`config.mk`:
```
export PLATFORM = sky130hd
export DESIGN_NAME = boot_remap_ctrl
export DESIGN_NICKNAME = d
export VERILOG_FILES = /design/src/rtl/boot_remap_pkg.sv /design/src/rtl/boot_pin_sync.sv /design/src/rtl/boot_mem_stub.sv /design/src/rtl/boot_seq.sv /design/src/rtl/boot_remap_ctrl.sv
export SDC_FILE = /design/constraint.sdc
export NUM_CORES = 1
export LEC_CHECK = 0
export ABC_AREA = 1
export BUFFER_PORTS_ARGS = -buffer_cell sky130_fd_sc_hd__buf_2
export CORE_ASPECT_RATIO = 1.25
export CORE_MARGIN = 4
export CORE_UTILIZATION = 45
export CTS_BUF_LIST = sky130_fd_sc_hd__clkbuf_8
export CTS_CLUSTER_SIZE = 8
export DETAILED_ROUTE_END_ITERATION = 16
export GPL_ROUTABILITY_DRIVEN = 0
export PLACE_DENSITY = 0.84
export SKIP_LAST_GASP = 1
export SYNTH_ARGS = -nofsm -noshare
export SYNTH_HDL_FRONTEND = slang
export SYNTH_SLANG_ARGS = --single-unit
```
`constraint.sdc`:
```
create_clock -name clk -period 2 [get_ports clk]
set_clock_uncertainty 0.05 [all_clocks]
set_input_delay 0.4 -clock clk [delete_from_list [all_inputs] [get_ports clk]]
set_output_delay 0.4 -clock clk [all_outputs]
set_load 0.02 [all_outputs]
```
`src/rtl/boot_remap_pkg.sv`:
```
package boot_remap_pkg;

  typedef enum logic [1:0] {
    SRC_FLASH  = 2'b00,
    SRC_SYSMEM = 2'b01,
    SRC_SRAM   = 2'b10
  } boot_src_e;

  typedef enum logic [1:0] {
    PH_COUNT    = 2'b00,
    PH_FETCH_SP = 2'b01,
    PH_FETCH_PC = 2'b10,
    PH_RUN      = 2'b11
  } boot_phase_e;

  localparam int NUM_SRC = 3;
  localparam logic [7:0] STUB_TAG_BASE = 8'hB0;

  // Pin 0 selects flash whatever the option; pin 1 lets the option pick.
  function automatic boot_src_e decode_boot(input logic pin, input logic opt);
    if (!pin)     return SRC_FLASH;
    else if (opt) return SRC_SYSMEM;
    else          return SRC_SRAM;
  endfunction

endpackage

```
`src/rtl/boot_pin_sync.sv`:
```
module boot_pin_sync #(
  parameter int STAGES = 2
) (
  input  logic clk,
  input  logic rst_n,
  input  logic async_i,
  output logic sync_o
);
  logic [STAGES-1:0] chain_q;

  always_ff @(posedge clk or negedge rst_n) begin
    if (!rst_n) chain_q <= '0;
    else        chain_q <= {chain_q[STAGES-2:0], async_i};
  end

  assign sync_o = chain_q[STAGES-1];
endmodule

```
`src/rtl/boot_mem_stub.sv`:
```
module boot_mem_stub #(
  parameter int SRC    = 0,
  parameter int ADDR_W = 32,
  parameter int DATA_W = 32
) (
  input  logic [ADDR_W-1:0] addr_i,
  output logic [DATA_W-1:0] rdata_o
);
  import boot_remap_pkg::*;

  localparam int PAD_W = DATA_W - 24;
  localparam logic [7:0] TAG = STUB_TAG_BASE + 8'(SRC);

  // Bit 0 also folds in any address bit above 15, so every address bit is used.
  function automatic logic [15:0] low_field(input logic [ADDR_W-1:0] a);
    return a[15:0] | {15'b0, |a[ADDR_W-1:16]};
  endfunction

  assign rdata_o = {TAG, {PAD_W{1'b0}}, low_field(addr_i)};
endmodule

```
`src/rtl/boot_seq.sv`:
```
module boot_seq #(
  parameter int SAMPLE_EDGE = 4,
  parameter int ADDR_W      = 32,
  parameter int DATA_W      = 32,
  parameter int VEC_STRIDE  = 4
) (
  input  logic                    clk,
  input  logic                    rst_n,
  input  logic                    pin_sync_i,
  input  logic                    opt_i,
  input  logic                    standby_exit_i,
  input  logic [DATA_W-1:0]       rdata_i,
  output boot_remap_pkg::boot_src_e sel_o,
  output logic                    fetch_valid_o,
  output logic [ADDR_W-1:0]       fetch_addr_o,
  output logic [DATA_W-1:0]       init_sp_o,
  output logic [DATA_W-1:0]       init_pc_o,
  output logic                    release_o,
  output logic                    latch_stb_o
);
  import boot_remap_pkg::*;

  localparam int CNT_W = $clog2(SAMPLE_EDGE + 1);
  localparam logic [CNT_W-1:0] LAST_CNT = CNT_W'(SAMPLE_EDGE - 1);

  logic [CNT_W-1:0]  cnt_q;
  boot_phase_e       ph_q;
  boot_src_e         sel_q;
  logic [DATA_W-1:0] sp_q, pc_q;

  assign latch_stb_o = !standby_exit_i && (ph_q == PH_COUNT) && (cnt_q == LAST_CNT);

  always_ff @(posedge clk or negedge rst_n) begin
    if (!rst_n) begin
      cnt_q <= '0;
      ph_q  <= PH_COUNT;
      sel_q <= SRC_FLASH;
      sp_q  <= '0;
      pc_q  <= '0;
    end else if (standby_exit_i) begin
      cnt_q <= '0;
      ph_q  <= PH_COUNT;
    end else begin
      unique case (ph_q)
        PH_COUNT: begin
          if (latch_stb_o) begin
            sel_q <= decode_boot(pin_sync_i, opt_i);
            ph_q  <= PH_FETCH_SP;
          end else begin
            cnt_q <= cnt_q + 1'b1;
          end
        end
        PH_FETCH_SP: begin
          sp_q <= rdata_i;
          ph_q <= PH_FETCH_PC;
        end
        PH_FETCH_PC: begin
          pc_q <= rdata_i;
          ph_q <= PH_RUN;
        end
        default: ph_q <= PH_RUN;
      endcase
    end
  end

  assign sel_o         = sel_q;
  assign fetch_valid_o = (ph_q == PH_FETCH_SP) || (ph_q == PH_FETCH_PC);
  assign fetch_addr_o  = (ph_q == PH_FETCH_PC) ? ADDR_W'(VEC_STRIDE) : '0;
  assign init_sp_o     = sp_q;
  assign init_pc_o     = pc_q;
  assign release_o     = (ph_q == PH_RUN);
endmodule

```
`src/rtl/boot_remap_ctrl.sv`:
```
module boot_remap_ctrl #(
  parameter int ADDR_W      = 32,
  parameter int DATA_W      = 32,
  parameter int SAMPLE_EDGE = 4,
  parameter int SYNC_STAGES = 2
) (
  input  logic              clk,
  input  logic              rst_n,
  input  logic              boot_pin_i,
  input  logic              boot_opt_i,
  input  logic              standby_exit_i,
  output logic [1:0]        remap_sel_o,
  output logic              fetch_valid_o,
  output logic [ADDR_W-1:0] fetch_addr_o,
  output logic [DATA_W-1:0] init_sp_o,
  output logic [DATA_W-1:0] init_pc_o,
  output logic              cpu_release_o
);
  import boot_remap_pkg::*;

  logic              pin_sync;
  logic              latch_stb;
  boot_src_e         sel;
  logic [DATA_W-1:0] alias_rdata;
  logic [DATA_W-1:0] stub_rdata [NUM_SRC];

  boot_pin_sync #(.STAGES(SYNC_STAGES)) u_sync (
    .clk     (clk),
    .rst_n   (rst_n),
    .async_i (boot_pin_i),
    .sync_o  (pin_sync)
  );

  boot_seq #(
    .SAMPLE_EDGE (SAMPLE_EDGE),
    .ADDR_W      (ADDR_W),
    .DATA_W      (DATA_W),
    .VEC_STRIDE  (4)
  ) u_seq (
    .clk            (clk),
    .rst_n          (rst_n),
    .pin_sync_i     (pin_sync),
    .opt_i          (boot_opt_i),
    .standby_exit_i (standby_exit_i),
    .rdata_i        (alias_rdata),
    .sel_o          (sel),
    .fetch_valid_o  (fetch_valid_o),
    .fetch_addr_o   (fetch_addr_o),
    .init_sp_o      (init_sp_o),
    .init_pc_o      (init_pc_o),
    .release_o      (cpu_release_o),
    .latch_stb_o    (latch_stb)
  );

  for (genvar g = 0; g < NUM_SRC; g++) begin : g_stub
    boot_mem_stub #(.SRC(g), .ADDR_W(ADDR_W), .DATA_W(DATA_W)) u_mem (
      .addr_i  (fetch_addr_o),
      .rdata_o (stub_rdata[g])
    );
  end

  // Address-zero alias: route the selected memory's read data.
  always_comb begin
    alias_rdata = stub_rdata[0];
    for (int i = 0; i < NUM_SRC; i++) begin
      if (sel == boot_src_e'(2'(i))) alias_rdata = stub_rdata[i];
    end
  end

  assign remap_sel_o = sel;
endmodule

```
Word level (Yosys, flattened, before mapping)
Index checks and enable logic that the tools add are counted.
{"block": "totals", "in_bits": 5, "reg_bits": 73, "elab_cells": 39, "output_inout_bits": 100}
{"block": "classes", "bitwise_logic": 2, "addsub": 1, "n_mux": 11, "eq_ne": 8, "reduce_logical": 11}
{"cell": "$mux W32", "count": 1}
{"cell": "$mux W25", "count": 1}
{"cell": "$reduce_or A16 Y1 const A", "count": 1}
{"cell": "$mux W3", "count": 4}
{"cell": "$mux W2", "count": 4}
{"cell": "$eq A2 B2 Y1 const B", "count": 3}
{"cell": "$reduce_and A2 Y1", "count": 3}
{"cell": "$eq A2 B1 Y1 const B", "count": 2}
{"cell": "$pmux W2 S2", "count": 1}
{"cell": "$add A3 B1 Y3 const B", "count": 1}
{"cell": "$eq A3 B2 Y1 const B", "count": 1}
{"cell": "$ne A3 B3 Y1 const B", "count": 1}
{"cell": "$or A3 B1 Y3", "count": 1}
{"cell": "$reduce_and A3 Y1", "count": 1}
{"cell": "$logic_and A1 B1 Y1", "count": 2}
{"cell": "$logic_not A2 Y1", "count": 1}
{"cell": "$ne A2 B2 Y1 const B", "count": 1}
{"cell": "$reduce_bool A2 Y1", "count": 1}
{"cell": "$logic_not A1 Y1", "count": 1}
{"cell": "$logic_or A1 B1 Y1", "count": 1}
{"cell": "$not A1 Y1", "count": 1}

Depth between registers and ports, before layout
{"block": "logic_depth", "depth_word": 6, "mapped_depth": 7, "mapped_depth_nobuf": 7}

Cells and area by module
A second synthesis with hierarchy kept.
{"block": "hier_totals", "hier_cells": 710, "area_unflattened_um2": 5387.7}
{"mod": "boot_seq", "cells_each": 322, "area_per_inst_um2": 3372.0, "instances": 1}
{"mod": "boot_remap_ctrl", "cells_each": 245, "area_per_inst_um2": 1072.3, "instances": 1}
{"mod": "boot_mem_stub", "cells_each": 47, "area_per_inst_um2": 297.8, "instances": 3}
{"mod": "boot_pin_sync", "cells_each": 2, "area_per_inst_um2": 50.0, "instances": 1}

Least setup slack after synthesis
Ideal clock, no wire load.
{"block": "synth_path", "path_type": "register to register", "startpoint": "reg u_seq.cnt_q[0]", "endpoint": "reg u_seq.ph_q[0]", "path_stages_with_launch": 7, "setup_slack_ns": 0.683, "t_arrival_ns": 1.150, "t_required_ns": 1.833, "synth_period_minus_slack_ns": 1.317, "n_path_buf": 0, "path_cell_list": "dfrtp_1 -> ha_1 -> ha_1 -> inv_1 -> nand2_1 -> nand3b_1 -> nand2_1"}
{"block": "synth_via", "elab_chain_cells": 3}
{"item": "from (decl)", "line": "boot_seq.sv:26", "source": "logic [CNT_W-1:0] cnt_q;"}
{"item": "from (signal assigned)", "line": "boot_seq.sv:50", "source": "cnt_q <= cnt_q + 1'b1;"}
{"item": "$eq A3 B2 Y1", "line": "boot_seq.sv:31", "source": "assign latch_stb_o = !standby_exit_i && (ph_q == PH_COUNT) && (cnt_q == LAST_CNT);"}
{"item": "$logic_and A1 B1 Y1", "line": "boot_seq.sv:31"}
{"item": "$ne A3 B3 Y1 (no source line)"}
{"item": "to (signal assigned)", "line": "boot_seq.sv:36", "source": "ph_q <= PH_COUNT;"}
{"item": "to (signal assigned)", "line": "boot_seq.sv:42", "source": "ph_q <= PH_COUNT;"}
{"item": "to (signal assigned)", "line": "boot_seq.sv:48", "source": "ph_q <= PH_FETCH_SP;"}
{"item": "to (decl)", "line": "boot_seq.sv:27", "source": "boot_phase_e ph_q;"}
No other way between the ends.
A chain may end at the register's enable or synchronous reset.

Final worst setup path
{"block": "layout_path", "startpoint": "reg u_seq.ph_q[0]", "endpoint": "out fetch_valid_o"}
{"block": "layout_via", "elab_chain_cells": 2}
{"item": "$eq A2 B1 Y1 / $eq A2 B2 Y1 (equally long branches)", "line": "boot_seq.sv:67", "source": "assign fetch_valid_o = (ph_q == PH_FETCH_SP) || (ph_q == PH_FETCH_PC);"}
{"item": "$logic_or A1 B1 Y1 *", "line": "boot_seq.sv:67"}
{"item": "to (decl)", "line": "boot_remap_ctrl.sv:13", "source": "output logic fetch_valid_o,"}
Mark *: on every way between the ends. The rest lies on a longest branch, timed or not.

==> metrics <==
arrival time at the worst endpoint between 1000 and 1500 ps; top cell type's share of synthesized area 45.24%; Max Freq 593.8 MHz; overflow left after global routing 0; worst-skew pair later-pin latency ~260 ps; crit path setup slack, layout about 320 ps; power density over cell area 1122 nW/um2; sort of element at the start of the critical path flop; total setup violations reported at the end of the flow 0; Setup Buffers After CTS 0; peak ir drop on the vdd network 0.5359 mV; number of placed I/O pins 105; count of standard-cell rows 22; Avg Synthesized Cell Area approximately 8.3 um2; Clock Sinks 17; vias in the first global route ~630; Final Hold Slack 5.768 ps; Setup crit end kind primary output; period utilization 84.20%; area used by multi-input combinational logic 625.6 um2; area grow syn2layout -10.80%; kind of cell adding the most delay to the critical path flip-flops; number of buffers added to fix hold violations after cts 0; via count 822; post-route antenna net violation count 0; number of enable flip-flop cells after synthesis 0; Post-synth ARST share 100.0%; proportion of layout cells with a drive suffix above 1 14.87%; worst setup slack after placement 556.6 ps; Nets 209; clock root cell sky130_fd_sc_hd__clkbuf_8; Post-Syn Instances 176; RSZ-0062 raised after global routing false; top fanout value on the critical path 5; maximum root-to-sink buffer count 2; largest incremental delay on the critical path 420 ps; final hold violation count 0; most frequent cell after synthesis sky130_fd_sc_hd__buf_4; global-route wire length before repair 2815 um; combined flip-flop and latch cell area around 430 um2; final core utilization 43.02%; reported leakage power 0.8532 nW; DRT Wirelength 2043 um; average wire length per cell after detail routing 8.844 um; initial antenna violation count 0; start point of the critical path u_seq.ph_q[0]$_DFFE_PN0P_; total placed instance area about 1300 um2; total negative slack 0 ps; Setup Crit Path Kind flop to primary output; total of cells resized after clock tree synthesis 0; clock slew at reported path FFs about 60 ps; Max Slew Vio Count 0; standard cell core area 3028 um2; leading register cell type out of synthesis sky130_fd_sc_hd__dfrtp_1; violation count after the first detailed-route iteration 16; Slowest-stage cell, CP sky130_fd_sc_hd__dfrtp_1; First-pass DRT Iterations 4; post-route cell area ~1300 um2; initial core utilization 48.22%; warning count from the yosys run 0; netlist area before placement 1460 um2; max capacitance violation total 0; die width 58.95 um; vias per inst roughly 3.6; Antenna diodes 0; proportion of synthesized chip area in sequential cells just under 30%; Final min period 1684 ps; Bufs and invs on worst path 2; endpoint required time on the critical path 1550 ps; main area contributors after synthesis sky130_fd_sc_hd__buf_4 45%, sky130_fd_sc_hd__dfrtp_1 29%, sky130_fd_sc_hd__ha_1 6.9%; status finished clean; CTS H-Tree Depth 1; count of port buffers added during placement 21; count of state elements after synthesis 17; largest net degree at the start of global routing 18; number of fillers in the final layout between 300 and 400; Remaining DRCs 0; number of distinct library cell variants in the gate-level netlist after synthesis 13; class of the tightest hold or removal check input port to async pin; overall track demand over capacity in global routing 8.663%; top cell types by occurrence after synthesis 88 x sky130_fd_sc_hd__buf_4, 24 x sky130_fd_sc_hd__nand2_1, 17 x sky130_fd_sc_hd__dfrtp_1, 14 x sky130_fd_sc_hd__inv_1, 11 x sky130_fd_sc_hd__nand3_1; critical path, cell by cell inv_1, ha_1, buf_2; cell type with the largest total area after synthesis sky130_fd_sc_hd__buf_4; TritonCTS clock tree built; half-perimeter wire length of the detailed placement result 1726 um; area of the die roughly 4200 um2; RR Startpoint u_seq.ph_q[1]$_DFFE_PN0P_; number of clock buffers inserted by TritonCTS 3; DIE HEIGHT between 70 and 80 um
-- registers in the layout, summed over array words and instances (netlist names) --
signal           flops
u_seq.sel_o          2
u_sync.chain_q       2
u_seq.init_sp_o      4
u_seq.cnt_q          3
u_seq.init_pc_o      4
u_seq.ph_q           2
-- worst paths after layout --
check | depth (start not counted) | endpoint | slack (ps)
max in group asynchronous | 1 | u_seq.cnt_q[2]$_DFFE_PN0P_ | 1620
worst min register to register | 0 | u_sync.chain_q[1]$_DFF_PN0_ | 300
min in group clk | 1 | u_sync.chain_q[0]$_DFF_PN0_ | 200
worst max-delay path | 3 | fetch_valid_o | 320
worst max register to register | 6 | u_seq.cnt_q[1]$_DFFE_PN0P_ | 540
worst min-delay path | 1 | u_seq.init_sp_o[25]$_DFFE_PN0P_ | 6
-- cell usage in the layout (no fill, tap or decap) --
cell / count
sky130_fd_sc_hd__nand3_1: 11
sky130_fd_sc_hd__inv_1: 15
sky130_fd_sc_hd__nand3b_1: 2
sky130_fd_sc_hd__dfrtp_1: 17
sky130_fd_sc_hd__nor2_1: 5
sky130_fd_sc_hd__o21ai_0: 1
sky130_fd_sc_hd__ha_1: 8
sky130_fd_sc_hd__nand2_4: 1
sky130_fd_sc_hd__or2_2: 3
sky130_fd_sc_hd__conb_1: 83
sky130_fd_sc_hd__clkbuf_8: 3
sky130_fd_sc_hd__nand2_1: 24
sky130_fd_sc_hd__inv_2: 1
sky130_fd_sc_hd__buf_2: 21
-- through the flow --
| step | power (mW) | instances |
|---|---|---|
| 2_1_floorplan | 1.203 | 258 |
| 3_3_place_gp | 1.196 | 227 |
| 3_5_place_dp | 1.215 | 227 |
| 4_1_cts | 1.479 | 231 |
| 5_1_grt | 1.576 | 231 |
| 6_report | 1.462 | 231 |
-- final cells by class --
type | count | share of cell area, %
Clock buffer | 3 | 3.170
Clock inverter | 1 | 0.2882
Inverter | 15 | 4.323
Multi-Input combinational cell | 138 | 48.03
Sequential cell | 17 | 32.66
Tap cell | 36 | 3.458
Timing Repair Buffer | 21 | 8.069
-- power by group --
group	switching [mW]	internal, mW	total [mW]
combinational	0.493	0.187	0.680
sequential	0.0733	0.451	0.524
clock	0.122	0.137	0.258
total	0.688	0.774	1.46
-- per-layer routing --
| layer | up-vias | track usage (%) | wire length, um |
|---|---|---|---|
| met1 | 353 | 9.607 | 662 |
| met3 | 5 | 2.162 | 334 |
| met2 | 64 | 14.13 | 998 |
| met4 | 0 | 6.045 | 48 |
| li1 | 400 | - | - |
| met5 | - | 0 | 0 |
-- logic make-up after synthesis --
family	count (synthesis)	synth area share, %
AO/OA/AOI/OAI	1	0.3424
flip-flops	17	29.13
AND/OR/NAND/NOR	46	14.31
other	1	0.2568
buffers and inverters	103	49.10
adder cells (fa/ha/maj)	8	6.855
(Power assumes the default switching activity.)
